===== config.mk =====
export PLATFORM = sky130hd
export DESIGN_NAME = core_image_loader
export DESIGN_NICKNAME = d
export VERILOG_FILES = /design/src/rtl/loader_pkg.sv /design/src/rtl/loader_fsm.sv /design/src/rtl/loader_addr.sv /design/src/rtl/io_out_regs.sv /design/src/rtl/core_image_loader.sv
export SDC_FILE = /design/constraint.sdc
export NUM_CORES = 1
export LEC_CHECK = 0
export ABC_AREA = 1
export CORE_UTILIZATION = 40
export CTS_CLUSTER_SIZE = 8
export DETAILED_ROUTE_END_ITERATION = 10
export DONT_BUFFER_PORTS = 1
export SYNTH_ARGS = -nofsm -noshare
export SYNTH_HDL_FRONTEND = slang
export SYNTH_SLANG_ARGS = --single-unit

===== constraint.sdc =====
create_clock -name clk -period 2.6 [get_ports clk]
set_input_delay 0.13 -clock clk [delete_from_list [all_inputs] [get_ports clk]]
set_output_delay 0.13 -clock clk [all_outputs]
set_load 0.03 [all_outputs]

===== src/rtl/loader_pkg.sv =====
package loader_pkg;
    typedef enum logic [1:0] {
        ST_IDLE = 2'd0,
        ST_LOAD = 2'd1,
        ST_RUN  = 2'd2
    } ld_state_e;

    localparam int unsigned IO_REG_COUNT = 4;
    localparam int unsigned IO_DIR  = 0;
    localparam int unsigned IO_CTRA = 1;
    localparam int unsigned IO_CTRB = 2;
    localparam int unsigned IO_VCFG = 3;
endpackage


===== src/rtl/loader_fsm.sv =====
module loader_fsm
    import loader_pkg::*;
#(
    parameter int unsigned DEPTH    = 512,
    parameter int unsigned ZERO_TOP = 16,
    localparam int unsigned IDX_W   = $clog2(DEPTH)
) (
    input  logic             clk,
    input  logic             rst_n,
    input  logic             start_req,
    input  logic             mem_ack,
    output logic [IDX_W-1:0] idx,
    output logic             accept,
    output logic             loading,
    output logic             write,
    output logic             zero_fill,
    output logic             run
);
    localparam int unsigned ZERO_BASE = DEPTH - ZERO_TOP;
    localparam logic [IDX_W-1:0] LAST_IDX = IDX_W'(DEPTH - 1);

    ld_state_e        state, state_nx;
    logic [IDX_W-1:0] cnt_nx;
    logic             last;

    // state register
    always_ff @(posedge clk or negedge rst_n) begin
        if (!rst_n) begin
            state <= ST_IDLE;
            idx   <= '0;
        end else begin
            state <= state_nx;
            idx   <= cnt_nx;
        end
    end

    // next state
    always_comb begin
        state_nx = state;
        cnt_nx   = idx;
        unique case (state)
            ST_IDLE: begin
                if (start_req) begin
                    state_nx = ST_LOAD;
                    cnt_nx   = '0;
                end
            end
            ST_LOAD: begin
                if (mem_ack) begin
                    if (last) begin
                        state_nx = ST_RUN;
                        cnt_nx   = '0;
                    end else begin
                        cnt_nx = idx + IDX_W'(1);
                    end
                end
            end
            ST_RUN: begin
                if (start_req) begin
                    state_nx = ST_LOAD;
                    cnt_nx   = '0;
                end
            end
            default: begin
                state_nx = ST_IDLE;
                cnt_nx   = '0;
            end
        endcase
    end

    // outputs
    always_comb begin
        loading   = (state == ST_LOAD);
        run       = (state == ST_RUN);
        accept    = start_req && (state != ST_LOAD);
        write     = loading && mem_ack;
        last      = (idx == LAST_IDX);
        zero_fill = (int'(idx) >= int'(ZERO_BASE));
    end

    // the final write hands over to run with the counter wrapped to 0
    a_r5_wrap_to_run: assert property (@(posedge clk) disable iff (!rst_n)
        (write && last) |=> (run && idx == '0));

    // with no acknowledge, loading holds its place whatever start does
    a_r6_load_holds: assert property (@(posedge clk) disable iff (!rst_n)
        (loading && !mem_ack) |=> (loading && $stable(idx)));
endmodule


===== src/rtl/loader_addr.sv =====
module loader_addr #(
    parameter int unsigned ADDR_W = 16,
    parameter int unsigned IDX_W  = 9
) (
    input  logic              clk,
    input  logic              rst_n,
    input  logic              accept,
    input  logic [ADDR_W-1:0] start_addr,
    input  logic [IDX_W-1:0]  idx,
    output logic [ADDR_W-1:0] mem_addr
);
    localparam int unsigned WORD_SHIFT = 2;

    logic [ADDR_W-1:0] base_q;

    always_ff @(posedge clk or negedge rst_n) begin
        if (!rst_n)
            base_q <= '0;
        else if (accept)
            base_q <= start_addr;
    end

    assign mem_addr = base_q + (ADDR_W'(idx) << WORD_SHIFT);

    // the base only moves on an accepted start
    a_r6_base_hold: assert property (@(posedge clk) disable iff (!rst_n)
        !accept |=> $stable(base_q));
endmodule


===== src/rtl/io_out_regs.sv =====
module io_out_regs
    import loader_pkg::*;
#(
    parameter int unsigned DATA_W = 32,
    localparam int unsigned SEL_W = $clog2(IO_REG_COUNT)
) (
    input  logic              clk,
    input  logic              rst_n,
    input  logic              wr_en,
    input  logic [SEL_W-1:0]  sel,
    input  logic [DATA_W-1:0] wdata,
    output logic [IO_REG_COUNT-1:0][DATA_W-1:0] q
);
    for (genvar g = 0; g < IO_REG_COUNT; g++) begin : g_reg
        always_ff @(posedge clk or negedge rst_n) begin
            if (!rst_n)
                q[g] <= '0;
            else if (wr_en && sel == SEL_W'(g))
                q[g] <= wdata;
        end
    end
endmodule


===== src/rtl/core_image_loader.sv =====
module core_image_loader
    import loader_pkg::*;
#(
    parameter int unsigned ADDR_W   = 16,
    parameter int unsigned DATA_W   = 32,
    parameter int unsigned DEPTH    = 512,
    parameter int unsigned ZERO_TOP = 16,
    localparam int unsigned IDX_W   = $clog2(DEPTH),
    localparam int unsigned SEL_W   = $clog2(IO_REG_COUNT)
) (
    input  logic              clk,
    input  logic              rst_n,
    input  logic              start_req,
    input  logic [ADDR_W-1:0] start_addr,
    input  logic [DATA_W-1:0] start_param,
    output logic              mem_req,
    output logic [ADDR_W-1:0] mem_addr,
    input  logic              mem_ack,
    input  logic [DATA_W-1:0] mem_rdata,
    output logic              ram_we,
    output logic [IDX_W-1:0]  ram_waddr,
    output logic [DATA_W-1:0] ram_wdata,
    output logic              run,
    output logic [IDX_W-1:0]  pc,
    output logic [DATA_W-1:0] par_q,
    input  logic              io_we,
    input  logic [SEL_W-1:0]  io_sel,
    input  logic [DATA_W-1:0] io_wdata,
    output logic [DATA_W-1:0] dir_q,
    output logic [DATA_W-1:0] ctra_q,
    output logic [DATA_W-1:0] ctrb_q,
    output logic [DATA_W-1:0] vcfg_q
);
    localparam int unsigned ZERO_BASE = DEPTH - ZERO_TOP;

    logic [IDX_W-1:0] idx;
    logic             accept, loading, write, zero_fill;
    logic [IO_REG_COUNT-1:0][DATA_W-1:0] io_q;

    loader_fsm #(.DEPTH(DEPTH), .ZERO_TOP(ZERO_TOP)) u_fsm (
        .clk(clk), .rst_n(rst_n), .start_req(start_req), .mem_ack(mem_ack),
        .idx(idx), .accept(accept), .loading(loading), .write(write),
        .zero_fill(zero_fill), .run(run)
    );

    loader_addr #(.ADDR_W(ADDR_W), .IDX_W(IDX_W)) u_addr (
        .clk(clk), .rst_n(rst_n), .accept(accept), .start_addr(start_addr),
        .idx(idx), .mem_addr(mem_addr)
    );

    io_out_regs #(.DATA_W(DATA_W)) u_io (
        .clk(clk), .rst_n(rst_n), .wr_en(io_we && run), .sel(io_sel),
        .wdata(io_wdata), .q(io_q)
    );

    // read-only parameter register: untouched by the image load
    always_ff @(posedge clk or negedge rst_n) begin
        if (!rst_n)
            par_q <= '0;
        else if (accept)
            par_q <= start_param;
    end

    always_comb begin
        mem_req   = loading;
        ram_we    = write;
        ram_waddr = idx;
        ram_wdata = zero_fill ? '0 : mem_rdata;
        pc        = idx;
        dir_q     = io_q[IO_DIR];
        ctra_q    = io_q[IO_CTRA];
        ctrb_q    = io_q[IO_CTRB];
        vcfg_q    = io_q[IO_VCFG];
    end

    // the I/O shadow range is always written with zero
    a_r4_top_zero: assert property (@(posedge clk) disable iff (!rst_n)
        (ram_we && int'(ram_waddr) >= int'(ZERO_BASE)) |-> (ram_wdata == '0));

    // no shared-memory read while the core runs
    a_r5_run_no_req: assert property (@(posedge clk) disable iff (!rst_n)
        run |-> !mem_req);

    // consecutive writes step the address by one
    a_r1_ascending: assert property (@(posedge clk) disable iff (!rst_n)
        (ram_we && int'(ram_waddr) < int'(DEPTH - 1)) |=> (ram_waddr == $past(ram_waddr) + IDX_W'(1)));

    // I/O registers hold while the core is not running
    a_r8_locked: assert property (@(posedge clk) disable iff (!rst_n)
        !run |=> ($stable(dir_q) && $stable(ctra_q) && $stable(ctrb_q) && $stable(vcfg_q)));

    // parameter held while loading
    a_r9_par_hold: assert property (@(posedge clk) disable iff (!rst_n)
        (loading && $past(loading)) |-> $stable(par_q));
endmodule


==> metrics.log, run 1 <==
[metrics] routed length on met1: 8890 um
[metrics] final setup violation count: 0
[metrics] area of the core region: 19600 sq um
[metrics] Layout area overhead: 22.1%
[metrics] hold violation count in the final report: 187
[metrics] final weighted congestion in routability-driven placement: 0.814
[metrics] Final Core Density: 0.501
[metrics] commonest non-fill, non-tap cell in the layout: sky130_fd_sc_hd__dfrtp_1
[metrics] post-synthesis instance area: 8030 sq um
[metrics] insertion delay to the later sink of the worst-skew pair: 0.43 ns
[metrics] grt total ovfl: 0
[metrics] top cell type by total area after synthesis: sky130_fd_sc_hd__dfrtp_1
[metrics] via count of the first global-routing pass: 5636
[metrics] vias per inst: 4.86
[metrics] cells taking the most area after synthesis: sky130_fd_sc_hd__dfrtp_1, sky130_fd_sc_hd__nor2_1, sky130_fd_sc_hd__a21oi_1, sky130_fd_sc_hd__mux2_2, sky130_fd_sc_hd__inv_1
[metrics] Period Utilization, post-route: 0.915
[metrics] area used by sequential logic in the layout: 4680 sq um
[metrics] Final Total Pwr: 6.73 mW
[metrics] Longest Clk Path Bufs: 2
[metrics] worst path cell trace: buf_4 -> ha_1 -> nand2_1 -> inv_1 -> nand3_1 -> nand2_1 -> nand2_1 -> nand2_1 -> nand2_1 -> nand2_1
[metrics] layout net count: 1070
[metrics] top library cells by usage in the layout, fill and taps aside: sky130_fd_sc_hd__dfrtp_1, sky130_fd_sc_hd__nor2_1, sky130_fd_sc_hd__inv_1
[metrics] Detail Placement HPWL: 13800 um
[metrics] Fin Setup TNS: 0 ns
[metrics] post-CTS setup buffer count: 0
[metrics] logic depth of the worst register-to-register path: 10
[metrics] largest net degree at the start of global routing: 188
[metrics] I/O pin total: 348
[metrics] antenna violations before repair: 0
[metrics] launching point of the worst reg2reg path: u_fsm.idx[0]
[metrics] setup slack on the worst flop-to-flop path: 0.51 ns
[metrics] Net Count, Synth: 988
[metrics] Reg clk slew, reported paths: 0.07 ns
[metrics] part of the total power dissipated in the clock network: 0.390
[metrics] mean instance size in the synthesized netlist: 9.39 sq um
[metrics] Clock H-tree levels: 4
[metrics] Max-cap violations: 0
[metrics] Net Switching: 2.11 mW
[metrics] global-route wire length before repair: 30800 um
[metrics] instance count of the mapped netlist: 856
[metrics] cell type of the slowest stage on the worst timing path: sky130_fd_sc_hd__dfrtp_1
[metrics] chip height: 144 um
[metrics] total leakage power: 5.21 nW
[metrics] transition time at the pin with the least slew margin: 0.795 ns
[metrics] area occupied by multi-input gates: 2690 sq um
[metrics] number of antenna cells inserted: 0
[metrics] critical path's largest stage delay: 0.39 ns
[metrics] register bit total from synthesis: 187
[metrics] result of the run: finished, violations left
[metrics] total number of clock tree sinks: 187
[metrics] proportion of netlist area held by the largest area contributor: 0.582
[metrics] cell repeated most along the worst path: sky130_fd_sc_hd__nand2_1
[metrics] failing checks: negative hold slack
[metrics] logic gate share of total power: 0.162
[metrics] number of slew-limit violations in the final report: 0
[metrics] met3 routed wirelength: 1660 um
[metrics] clock tree from TritonCTS: done
[metrics] Post-CTS Hold Fix Bufs: 82
[metrics] worst clock skew on the final layout: 0.0164 ns
[metrics] slew margin rel.: 0.468
[metrics] Max Used Layer: met4
[metrics] unrepaired setup endpoints after global routing: no
[metrics] pwr dens: 687 nW/um^2
[metrics] via count of the routed design: 5904
[metrics] Remaining DRCs: 0
[metrics] aggregate global-route resource usage: 0.198
[metrics] number of fillers in the final layout: 1766
[metrics] layout cells sized above 1: 0.110
[metrics] kind of path behind the tightest hold check: primary input to asynchronous set/reset pin
[metrics] wire length per cell after detailed routing: 16.8 um
[metrics] Worst Setup Start Kind: flip-flop
[metrics] YS warnings: 0
[metrics] starting density of the core: 0.410
[metrics] TritonCTS Buffers: 17
[metrics] wire length after detailed routing: 20400 um
[metrics] switching part of the total: 0.314
[metrics] cell chosen for the clock root: sky130_fd_sc_hd__clkbuf_16
[metrics] number of DRC markers in iteration 0: 326
[metrics] number of rows in the core area: 51
[metrics] minimum hold slack: -0.601 ns
[metrics] share of the yosys chip area belonging to registers: 0.582
[metrics] cell area reported after detailed placement: 8360 sq um
[metrics] endpoint kind of the worst setup timing path: output pin
[metrics] Power Internal: 4.62 mW
[metrics] number of distinct standard cells referenced by the synthesized netlist: 26
[metrics] Routed Antenna Nets: 0
[metrics] worst vdd rail ir drop: 0.433 mV
[metrics] met2 routed WL: 9470 um
[metrics] CP arrival: 2.25 ns
[metrics] CP Max Fanout: 6
[metrics] number of port buffers: 0
[metrics] kind of critical path: flip-flop to output pin
[metrics] CP required: 2.47 ns
[metrics] area of the die: 20700 sq um
[metrics] DRT Pass-1 Iters: 6
[metrics] shortest clock period the worst path allows after layout: 2.38 ns
[metrics] FMAX: 420 MHz
[metrics] horizontal extent of the die: 144 um
[metrics] part of the power in registers: 0.448
[metrics] Layout Cell Area excl Fill: 9810 sq um
[metrics] end of the worst register-to-register path: u_fsm.idx[4]
[flip-flops by register name, indices dropped and copies added, names as in the netlist]
name           count
par_q             32
u_addr.base_q     16
u_fsm.idx          9
u_fsm.state        2
u_io.q           128
[cells by family (layout without fill, tap and decap cells)]
kind of cell,count (synthesis),after routing,share of synthesized area
AOI/OAI and AO/OA,148,148,0.0931
muxes,42,42,0.0589
buffers and inverters,157,252,0.0833
xor gates and xnor gates,7,7,0.00763
and+or+nand+nor,302,302,0.153
adders and majority gates,13,13,0.0212
DFF,187,187,0.582
[layer usage]
layer | global-route usage | vias to the layer above
met1 | 0.264 | 2809
met2 | 0.303 | 205
li1 | - | 2865
met3 | 0.0680 | 25
met4 | 0.0588 | 0
met5 | 0 | -
[area by class of cell]
class,instances,area share
clock inverter,15,0.0202
sequential,187,0.477
clock buffer,17,0.0434
timing repair buffer,106,0.107
multi-input combinational,512,0.275
inverter,114,0.0436
tap,265,0.0338
[power by group through the flow]
stage | combinational, mW | clock [mW] | sequential, mW
finish | 1.09 | 2.63 | 3.02
global route | 1.19 | 2.81 | 3.02
CTS | 1.09 | 2.72 | 3.01
detailed placement | 0.979 | 0 | 3.07
global placement | 0.978 | 0 | 3.07
floorplan | 0.675 | 0 | 3.16
[how the worst max path moves through the flow]
stage | start | end | slack (ns) | cells after the start
5_1_grt | u_fsm.idx[4] | mem_addr[11] | 0.03 | 10
4_1_cts | u_fsm.idx[5] | ram_wdata[8] | 0.05 | 5
6_report | u_fsm.idx[4] | mem_addr[15] | 0.22 | 10
3_5_place_dp | u_fsm.idx[5] | ram_wdata[29] | 0.55 | 5
2_1_floorplan | u_fsm.idx[0] | mem_addr[10] | 0.38 | 9
3_3_place_gp | u_fsm.idx[0] | u_fsm.idx[4] | 0.59 | 10
[worst max-delay path, delay by kind of cell (launching register included)]
kind,cells,cell delay [ns]
flops,1,0.39
buf+inv,2,0.29
fa+ha+maj,1,0.39
simple gates,7,0.76
[per-stage QoR]
step	cells	worst slack [ns]
after floorplan	856	0.375
after global placement	1102	0.589
after detailed placement	1102	0.553
final	1216	0.221
after CTS	1216	0.0466
after global routing	1216	0.0279
[synth_stat cells]
cell type                    n
sky130_fd_sc_hd__clkbuf_1    9
sky130_fd_sc_hd__nand3b_1    1
sky130_fd_sc_hd__nor3_4      3
sky130_fd_sc_hd__a21boi_0    1
sky130_fd_sc_hd__xor2_1      6
sky130_fd_sc_hd__mux2_1      2
sky130_fd_sc_hd__nor2_4      1
sky130_fd_sc_hd__inv_2       1
sky130_fd_sc_hd__buf_2      19
sky130_fd_sc_hd__mux2_2     40
sky130_fd_sc_hd__o21ai_0    37
sky130_fd_sc_hd__xnor2_1     1
sky130_fd_sc_hd__a21oi_1   108
sky130_fd_sc_hd__ha_1       12
sky130_fd_sc_hd__clkinv_1    1
sky130_fd_sc_hd__nand3_1    20
sky130_fd_sc_hd__nor2_1    156
sky130_fd_sc_hd__nand2_1   111
sky130_fd_sc_hd__inv_1     112
sky130_fd_sc_hd__fa_1        1
sky130_fd_sc_hd__buf_4      15
sky130_fd_sc_hd__nor2_2      1
sky130_fd_sc_hd__dfrtp_1   187
sky130_fd_sc_hd__a21o_1      2
sky130_fd_sc_hd__nand2_2     2
sky130_fd_sc_hd__nand4_1     7
[what timing repair did]
item                                    in CTS  in global routing
endpoints found under the setup margin       0                 32
endpoints found under the hold margin      361                187
resized for setup                            0                  1
(Power assumes the default switching activity.)
==> run 2, diff against run 1 <==
--- a/config.mk
+++ b/config.mk
@@ -6,6 +6,7 @@
 export NUM_CORES = 1
 export LEC_CHECK = 0
 export ABC_AREA = 1
+export CORE_ASPECT_RATIO = 2
 export CORE_UTILIZATION = 40
 export CTS_CLUSTER_SIZE = 8
 export DETAILED_ROUTE_END_ITERATION = 10
==> run 2 against run 1 <==
  * Maximum frequency fell by 0.38%
  * The run still ends with negative hold slack left
  * Total power shrank 1.5%
  * Hold slack got worse by 0.017 ns
  * Sequential power barely moved
  * Sequential share of layout area increased by 0.13 points
==> metrics.log, run 2 (synthesis gave the netlist of run 1 again) <==
[metrics] endpoint kind of the worst setup timing path: output pin
[metrics] total leakage power: 5.20 nW (-0.20%)
[metrics] worst path cell trace: ha_1 -> inv_1 -> fa_1 -> inv_1 -> nand3_1 -> nand2_2 -> nand2_1 -> nand2_1 -> xor2_1 -> buf_4
[metrics] result of the run: finished, violations left
[metrics] starting density of the core: 0.405 (-0.00476)
[metrics] grt total ovfl: 0 (unchanged)
[metrics] end of the worst register-to-register path: u_io.q[51]
[metrics] I/O pin total: 348 (unchanged)
[metrics] cell type of the slowest stage on the worst timing path: sky130_fd_sc_hd__fa_1
[metrics] via count of the first global-routing pass: 6004 (+6.5%)
[metrics] Max Used Layer: met4
[metrics] logic depth of the worst register-to-register path: 6 (-4)
[metrics] shortest clock period the worst path allows after layout: 2.39 ns (+0.00912 ns)
[metrics] number of antenna cells inserted: 0 (unchanged)
[metrics] antenna violations before repair: 0 (unchanged)
[metrics] TritonCTS Buffers: 17 (unchanged)
[metrics] chip height: 202 um (+41%)
[metrics] layout net count: 1075 (+0.47%)
[metrics] met2 routed WL: 11100 um (+17%)
[metrics] CP required: 2.47 ns (about the same)
[metrics] Worst Setup Start Kind: flip-flop
[metrics] total number of clock tree sinks: 187 (unchanged)
[metrics] worst vdd rail ir drop: 0.405 mV (-6.5%)
[metrics] number of port buffers: 0 (unchanged)
[metrics] kind of critical path: flip-flop to output pin
[metrics] Post-CTS Hold Fix Bufs: 83 (+1.2%)
[metrics] kind of path behind the tightest hold check: primary input to asynchronous set/reset pin
[metrics] insertion delay to the later sink of the worst-skew pair: 0.44 ns (about the same)
[metrics] largest net degree at the start of global routing: 188 (unchanged)
[metrics] Reg clk slew, reported paths: 0.07 ns (about the same)
[metrics] Max-cap violations: 0 (unchanged)
[metrics] final weighted congestion in routability-driven placement: 0.791 (-2.9%)
[metrics] number of DRC markers in iteration 0: 287 (-12%)
[metrics] pwr dens: 678 nW/um^2 (-1.2%)
[metrics] worst path buffer plus inverter count: 3 (+1)
[metrics] Period Utilization, post-route: 0.919 (+0.00351)
[metrics] Clock H-tree levels: 4 (unchanged)
[metrics] number of flip-flops under the largest register name: 128 (unchanged)
[metrics] Fin Setup TNS: 0 ns (unchanged)
[metrics] Remaining DRCs: 0 (unchanged)
[metrics] routed length on met1: 8020 um (-9.9%)
[metrics] layout cells sized above 1: 0.113 (+0.00268)
[metrics] hold violation count in the final report: 187 (unchanged)
[metrics] setup slack on the worst flop-to-flop path: 0.58 ns (+0.07 ns)
[metrics] via count of the routed design: 6037 (+2.3%)
[metrics] kind of cell adding the most delay to the critical path: adder cells
[metrics] FMAX: 419 MHz (-0.38%)
[metrics] unrepaired setup endpoints after global routing: no
[metrics] failing checks: negative hold slack
[metrics] final setup violation count: 0 (unchanged)
[metrics] cell chosen for the clock root: sky130_fd_sc_hd__clkbuf_16
[metrics] number of rows in the core area: 73 (+43%)
[metrics] Largest regs: u_io.q x128, par_q x32, u_addr.base_q x16
[metrics] CP Max Fanout: 4 (-2)
[metrics] post-CTS setup buffer count: 0 (unchanged)
[metrics] Worst setup startpoint: u_fsm.idx[0]
[metrics] top library cells by usage in the layout, fill and taps aside: sky130_fd_sc_hd__dfrtp_1, sky130_fd_sc_hd__nor2_1, sky130_fd_sc_hd__inv_1
[metrics] area of the die: 20700 sq um (+0.16%)
[metrics] transition time at the pin with the least slew margin: 0.746 ns (-0.0493 ns)
[metrics] vias per inst: 4.96 (+2.2%)
[metrics] Longest Clk Path Bufs: 2 (unchanged)
[metrics] clock tree from TritonCTS: done
[metrics] number of cells on the critical path: 10 (unchanged)
[metrics] number of slew-limit violations in the final report: 0 (unchanged)
[metrics] DRT Pass-1 Iters: 4 (-2)
[metrics] wire length per cell after detailed routing: 17.9 um (+6.7%)
[metrics] worst clock skew on the final layout: 0.00886 ns (-0.00756 ns)
[metrics] critical path's largest stage delay: 0.40 ns (about the same)
[metrics] Critical path destination: mem_addr[10]
[metrics] met3 routed wirelength: 1880 um (+14%)
[metrics] aggregate global-route resource usage: 0.216 (+0.0183)
[metrics] register with the highest flop count: u_io.q
[metrics] Detail Placement HPWL: 15300 um (+11%)
[metrics] horizontal extent of the die: 102 um (-29%)
[metrics] Final Core Density: 0.493 (-0.00720)
[metrics] launching point of the worst reg2reg path: u_fsm.state[0]
[metrics] Routed Antenna Nets: 0 (unchanged)
[metrics] commonest non-fill, non-tap cell in the layout: sky130_fd_sc_hd__dfrtp_1
[metrics] area of the core region: 19800 sq um (+1.2%)
[metrics] CP arrival: 2.26 ns (about the same)
[metrics] Layout area overhead: 21.7%
[metrics] Final Total Pwr: 6.63 mW (-1.5%)
[metrics] minimum hold slack: -0.618 ns (-0.0172 ns)
[metrics] slew margin rel.: 0.501 (+0.0330)
[metrics] global-route wire length before repair: 32800 um (+6.5%)
[metrics] wire length after detailed routing: 21800 um (+6.8%)
run 2: cell types whose count changed in the layout (fill, tap and decap cells not counted), moves of 2 or more:
cell                         previous run  this run
sky130_fd_sc_hd__nand2_2                2         4
sky130_fd_sc_hd__clkinvlp_4             0         2
sky130_fd_sc_hd__clkinv_8               8         0
sky130_fd_sc_hd__clkbuf_1               0         2
sky130_fd_sc_hd__nand2_1              111       109
sky130_fd_sc_hd__buf_4                 20        24
run 2: cell type report:
| type | count | area [sq um] |
|---|---|---|
| well taps | 262 | 328 |
| multi-input cells | 512 | 2690 |
| repair buffers | 111 | 1090 |
| clock inverters | 11 | 113 |
| inverters | 114 | 428 |
| fillers | 1845 | 10000 |
| flip-flops and latches | 187 | 4680 |
| clock buffers | 20 | 447 |
run 2: per-layer routing:
metal  track usage  vias up
li1              -     2848
met1         0.237     2868
met2         0.366      273
met3        0.0716       48
met4         0.109        0
met5             0        -
run 2: how the worst min path moves through the flow:
stage	depth (start not counted)	slack, ns	endpoint	startpoint
finish	0	-0.62	u_io.q[20]	rst_n
global route	0	-0.65	u_io.q[84]	rst_n
CTS	0	-0.65	par_q[17]	rst_n
detailed placement	0	-0.16	par_q[17]	rst_n
global placement	0	-0.16	par_q[17]	rst_n
floorplan	0	-0.17	par_q[0]	rst_n
run 2: repair_timing:
| action | CTS | global route |
|---|---|---|
| endpoints found under the hold margin | 365 | 187 |
| gates resized for setup | 0 | 2 |
| endpoints found under the setup margin | 0 | 3 |
run 2: worst reg2reg max path: stages (launching register included):
cell and delay [ns]:
sky130_fd_sc_hd__dfrtp_1 0.44, sky130_fd_sc_hd__nor2_4 0.31, sky130_fd_sc_hd__nand2_2 0.18, sky130_fd_sc_hd__nor3_4 0.51, sky130_fd_sc_hd__buf_4 0.31, sky130_fd_sc_hd__nor2_1 0.06
sky130_fd_sc_hd__a21oi_1 0.14
run 2: through the flow:
step / instances / hold slack (ns) / setup WS (ns) / instance area [sq um]
after floorplan: 856 / -0.166 / 0.375 / 8030
after global placement: 1103 / -0.162 / 0.600 / 8380
after detailed placement: 1103 / -0.163 / 0.584 / 8380
after CTS: 1217 / -0.653 / 0.0810 / 9770
after global routing: 1217 / -0.646 / 0.00896 / 9780
final: 1217 / -0.618 / 0.211 / 9780
run 2: power breakdown:
group	internal (mW)	switching [mW]	total (mW)
Combinational	0.365	0.739	1.10
Clock	1.36	1.15	2.50
Sequential	2.95	0.0706	3.02
Total	4.67	1.96	6.63
